--- src/rtl/dirq_pkg.sv ---
package dirq_pkg;
  localparam int EV_NUM   = 3;
  localparam int CFG_W    = 5;
  localparam int BIT_TC   = 0;
  localparam int BIT_SOV  = 1;
  localparam int BIT_DOV  = 2;
  localparam int BIT_MEN  = 3;
  localparam int BIT_FLAG = 4;

  typedef struct packed {
    logic              men;
    logic [EV_NUM-1:0] src_en;
  } chan_cfg_t;
endpackage

--- src/rtl/dirq_dec.sv ---
module dirq_dec #(
  parameter int NCH = 4,
  localparam int AW = (NCH > 1) ? $clog2(NCH) : 1
) (
  input  logic           wr_en,
  input  logic [AW-1:0]  wr_addr,
  output logic [NCH-1:0] sel_o
);
  for (genvar g = 0; g < NCH; g++) begin : g_sel
    assign sel_o[g] = wr_en && (wr_addr == AW'(g));
  end
endmodule

--- src/rtl/dirq_chan.sv ---
module dirq_chan
  import dirq_pkg::*;
(
  input  logic              clk,
  input  logic              rst_n,
  input  logic [EV_NUM-1:0] evt_i,
  input  logic              we_i,
  input  logic [CFG_W-1:0]  data_i,
  output logic              irq_o
);
  chan_cfg_t cfg_q, cfg_d;
  logic      flag_q, flag_d;
  logic      set_hit, clr_hit;

  always_comb begin
    set_hit    = |(evt_i & cfg_q.src_en);
    clr_hit    = we_i && !data_i[BIT_FLAG];
    flag_d     = set_hit || (flag_q && !clr_hit);
    cfg_d.men  = data_i[BIT_MEN];
    cfg_d.src_en = {data_i[BIT_DOV], data_i[BIT_SOV], data_i[BIT_TC]};
  end

  always_ff @(posedge clk or negedge rst_n) begin
    if (!rst_n) begin
      cfg_q <= '0;
    end else if (we_i) begin
      cfg_q <= cfg_d;
    end
  end

  always_ff @(posedge clk or negedge rst_n) begin
    if (!rst_n) begin
      flag_q <= 1'b0;
    end else begin
      flag_q <= flag_d;
    end
  end

  assign irq_o = flag_q && cfg_q.men;

  AST_EVENT_SETS: assert property (@(posedge clk) disable iff (!rst_n)
    (|(evt_i & cfg_q.src_en)) |=> flag_q);
  AST_NO_PHANTOM_SET: assert property (@(posedge clk) disable iff (!rst_n)
    (!flag_q && !(|(evt_i & cfg_q.src_en))) |=> !flag_q);
  AST_FLAG_STICKY: assert property (@(posedge clk) disable iff (!rst_n)
    (flag_q && !we_i) |=> flag_q);
  AST_CLEAR_TAKES: assert property (@(posedge clk) disable iff (!rst_n)
    (we_i && !data_i[BIT_FLAG] && !(|(evt_i & cfg_q.src_en))) |=> !flag_q);
endmodule

--- src/rtl/dirq_prio.sv ---
module dirq_prio #(
  parameter int NCH = 4,
  localparam int IDXW = (NCH > 1) ? $clog2(NCH) : 1
) (
  input  logic            clk,
  input  logic            rst_n,
  input  logic [NCH-1:0]  req_i,
  output logic            valid_o,
  output logic [IDXW-1:0] idx_o
);
  always_comb begin
    idx_o = '0;
    for (int i = NCH - 1; i >= 0; i--) begin
      if (req_i[i]) idx_o = IDXW'(i);
    end
    valid_o = |req_i;
  end

  AST_IDX_PENDING: assert property (@(posedge clk) disable iff (!rst_n)
    valid_o |-> req_i[idx_o]);
  AST_IDX_HIGHEST: assert property (@(posedge clk) disable iff (!rst_n)
    valid_o |-> ((req_i & ((NCH'(1) << idx_o) - NCH'(1))) == '0));
  AST_IDLE_ZERO: assert property (@(posedge clk) disable iff (!rst_n)
    (req_i == '0) |-> (!valid_o && idx_o == '0));
endmodule

--- src/rtl/dma_irq_merge.sv ---
module dma_irq_merge
  import dirq_pkg::*;
#(
  parameter int NCH = 4,
  localparam int AW = (NCH > 1) ? $clog2(NCH) : 1
) (
  input  logic             clk,
  input  logic             rst_n,
  input  logic [NCH-1:0]   evt_tc,
  input  logic [NCH-1:0]   evt_sov,
  input  logic [NCH-1:0]   evt_dov,
  input  logic             wr_en,
  input  logic [AW-1:0]    wr_addr,
  input  logic [CFG_W-1:0] wr_data,
  output logic [NCH-1:0]   irq,
  output logic             irq_valid,
  output logic [AW-1:0]    irq_idx
);
  logic [NCH-1:0] sel;

  dirq_dec #(.NCH(NCH)) u_dec (
    .wr_en  (wr_en),
    .wr_addr(wr_addr),
    .sel_o  (sel)
  );

  for (genvar g = 0; g < NCH; g++) begin : g_ch
    dirq_chan u_chan (
      .clk   (clk),
      .rst_n (rst_n),
      .evt_i ({evt_dov[g], evt_sov[g], evt_tc[g]}),
      .we_i  (sel[g]),
      .data_i(wr_data),
      .irq_o (irq[g])
    );
  end

  dirq_prio #(.NCH(NCH)) u_prio (
    .clk    (clk),
    .rst_n  (rst_n),
    .req_i  (irq),
    .valid_o(irq_valid),
    .idx_o  (irq_idx)
  );

  AST_ONEHOT_SELECT: assert property (@(posedge clk) disable iff (!rst_n)
    $onehot0(sel));
endmodule

--- config.mk ---
export PLATFORM = sky130hd
export DESIGN_NAME = dma_irq_merge
export DESIGN_NICKNAME = d
export VERILOG_FILES = /design/src/rtl/dirq_pkg.sv /design/src/rtl/dirq_dec.sv /design/src/rtl/dirq_chan.sv /design/src/rtl/dirq_prio.sv /design/src/rtl/dma_irq_merge.sv
export SDC_FILE = /design/constraint.sdc
export NUM_CORES = 1
export LEC_CHECK = 0
export ABC_AREA = 0
export BUFFER_PORTS_ARGS = -buffer_cell sky130_fd_sc_hd__clkbuf_2
export CAP_MARGIN = 40
export CORE_ASPECT_RATIO = 1.4
export CORE_MARGIN = 3
export CORE_UTILIZATION = 25
export CTS_CLUSTER_SIZE = 28
export DETAILED_ROUTE_END_ITERATION = 7
export GPL_TIMING_DRIVEN = 1
export PLACE_DENSITY = 0.51
export SKIP_LAST_GASP = 1
export SYNTH_ARGS = -nofsm -noshare
export SYNTH_HDL_FRONTEND = slang
export SYNTH_SLANG_ARGS = --single-unit
--- constraint.sdc ---
create_clock -name clk -period 2 [get_ports clk]
set_input_delay 0.3 -clock clk [delete_from_list [all_inputs] [get_ports clk]]
set_output_delay 0.3 -clock clk [all_outputs]
set_load 0.01 [all_outputs]
==> key figures <==
Synthesis
  • Post-synth top area share: 55.9%
  • Post-Syn Area per Cell: 12.8 µm²
  • Post-synthesis register bit count: 20
  • Synth top area cells: dfrtp_1, mux2_2, a222oi_1
  • Yosys cell types: 17
  • Synth Net Count: 92
  • Synth warn: 0
  • Synthesized instance count: 70
  • Mapped cell area: 896 µm²
  • Area leader, netlist: dfrtp_1
  • Sequential fraction of the synthesis area: 55.9%

Layout
  • Final instance area: 1110 µm²
  • N_diodes: 0
  • Commonest non-fill, non-tap cell in the layout: clkbuf_2
  • Filler Cells Inserted: 353
  • Fin nets: 121
  • Cell Count, Final, Fillers Out: 138
  • Most frequent cells in the layout: clkbuf_2, dfrtp_1, mux2_2
  • Layout area overhead: 24.0%
  • Layout cell share with drive strength beyond 1: 50.0%

Min path
  • Hold crit path type: primary input to async pin

Timing
  • Setup Skew: 0.00154 ns
  • Rel. slew slack: 67.3%
  • Minimum clock period: 1.78 ns
  • Final Max Slew Viols: 0
  • Fin crit share: 88.8%
  • Max Fclk: 563 MHz
  • Final hold vios: 20
  • Final setup TNS: 0 ns
  • WHS: -0.00439 ns
  • Worst Tran Pin Value: 0.490 ns
  • Finish-stage setup viols: 0
  • Unrepaired setup endpoints after global routing: no

Floorplan
  • Die height: 76.8 µm
  • Die area: 4350 µm²
  • Width of the die: 56.6 µm
  • Starting density of the core: 26.3%
  • Core area: 3410 µm²
  • FP Rows: 25
  • Boundary Pins: 29

Pwr
  • Int Pwr: 0.757 mW
  • Switching share of power: 25.2%
  • Clock power frac: 29.8%
  • Power Total: 1.01 mW
  • P per Cell Area: 911 nW/µm²
  • VDD IR max: 0.000511 V
  • P_leak: 0.502 nW
  • Reg power frac: 49.6%
  • Net Sw Power: 0.255 mW
  • Logic pwr share: 20.6%

Clock tree
  • Count of hold-fix buffers inserted at cts: 0
  • Post-CTS sizing: 0
  • Longest Clk Path Bufs: 2
  • TritonCTS buffer count: 3
  • Total clock sinks: 20
  • Clock root buffer: clkbuf_8
  • Setup bufs post-CTS: 0
  • Skew-Pair Late Insertion Delay: 0.25 ns
  • Worst-path clk slew: 0.07 ns
  • CTS tree: done
  • CTS H-tree lvls: 1

Setup path
  • Worst-path maximum fanout: 4
  • Crit path required time: 1.70 ns
  • Startpoint type of the worst setup path: flop
  • Critical path arrival: 1.48 ns
  • Critical path class: flop to output pin
  • Crit. End Element: output pin

Job
  • MaxCap Viol Count: 0

Place
  • Placed instance area: 1060 µm²
  • Number of buffers added on ports: 28
  • Post-detail-place hpwl: 1490 µm
  • Post-Place Cells: 134
  • Routability Congestion: 0.775

Route
  • Starting DRT DRC Count: 40
  • # DRC: 0
  • Via density: 4.68
  • Drt first pass iters: 4
  • DRT antenna net count: 0
  • Post-Route WL: 1770 µm
  • WL per Instance: 12.9 µm
  • Vias: 646

Global route
  • Vias in the first global route: 670
  • Pin count of the biggest net entering global routing: 21
  • Initial antenna violation count: 0
  • Gr usage total: 9.15%
  • Total grt overflow: 0
  • Global-route wire length before repair: 3090 µm

Run status
  • Status: finished with violations
  • Failing checks: hold timing
-- routing by layer --
layer	track usage [%]	vias up	wire length (µm)
met5	0	-	0
met4	4.99	0	40
met1	11.3	312	731
met3	1.68	4	98
met2	14.8	22	904
li1	-	308	-
-- synth_stat cells, drive strengths merged --
library cell  number
dfrtp             20
mux2              16
nand2              7
a222oi             4
buf                4
nand2b             3
o21ai              3
and2               2
inv                2
nand3b             2
a211oi             1
a31oi              1
nand3              1
nor2               1
nor3b              1
o31ai              1
or4                1
-- area by class of cell --
type                            instances  area (µm²)  share of cell area (%)
Clock buffer                            4        55.1                    4.95
Inverter                                2        7.51                   0.676
Multi-Input combinational cell         44         358                    32.2
Sequential cell                        20         500                    45.0
Tap cell                               40        50.0                    4.50
Timing Repair Buffer                   28         140                    12.6
-- critical path: stages (launching register included) --
cell and delay [ns]:
dfrtp_1 0.37, and2_1 0.19, or4_1 0.52, clkbuf_2 0.14
-- power groups by stage --
stage               clock, mW  sequential [mW]  combinational (mW)
finish                  0.302            0.502               0.208
global route            0.341            0.512               0.233
CTS                     0.311            0.502               0.214
detailed placement          0            0.511               0.213
global placement            0            0.507               0.210
floorplan                   0            0.500               0.155
-- cell families after synthesis --
| kind of cell | Yosys count | synth area share (%) |
|---|---|---|
| multiplexers | 16 | 20.1 |
| AND/OR/NAND/NOR | 18 | 11.3 |
| flip-flops | 20 | 55.9 |
| AO/OA/AOI/OAI | 10 | 8.52 |
| buffers and inverters | 6 | 4.19 |
-- metrics by stage --
step,util [%],setup slack (ns)
floorplan,-,0.606
global placement,31.0,0.516
detailed placement,31.0,0.500
CTS,32.6,0.215
global route,32.6,0.162
finish,32.6,0.224
-- path summary, 6_finish.rpt --
path	start	slack, ns	cells after the start	end
max	g_ch[0].u_chan.cfg_q[3]$_DFFE_PN0P_	0.22	3	irq_valid
min in group clk	evt_dov[0]	0.27	3	g_ch[0].u_chan.flag_q$_DFF_PN0_
min reg2reg	g_ch[0].u_chan.flag_q$_DFF_PN0_	0.50	2	g_ch[0].u_chan.flag_q$_DFF_PN0_
max reg2reg	g_ch[3].u_chan.cfg_q[0]$_DFFE_PN0P_	1.06	2	g_ch[3].u_chan.flag_q$_DFF_PN0_
min	rst_n	-0.004	1	g_ch[3].u_chan.cfg_q[1]$_DFFE_PN0P_
max in group asynchronous	rst_n	1.68	1	g_ch[0].u_chan.cfg_q[3]$_DFFE_PN0P_
-- state kept, by name (all words and copies together), names as in the netlist --
register / cells
g_ch.u_chan.cfg_q: 16
g_ch.u_chan.flag_q: 4
Power figures use the tool's default switching activity.
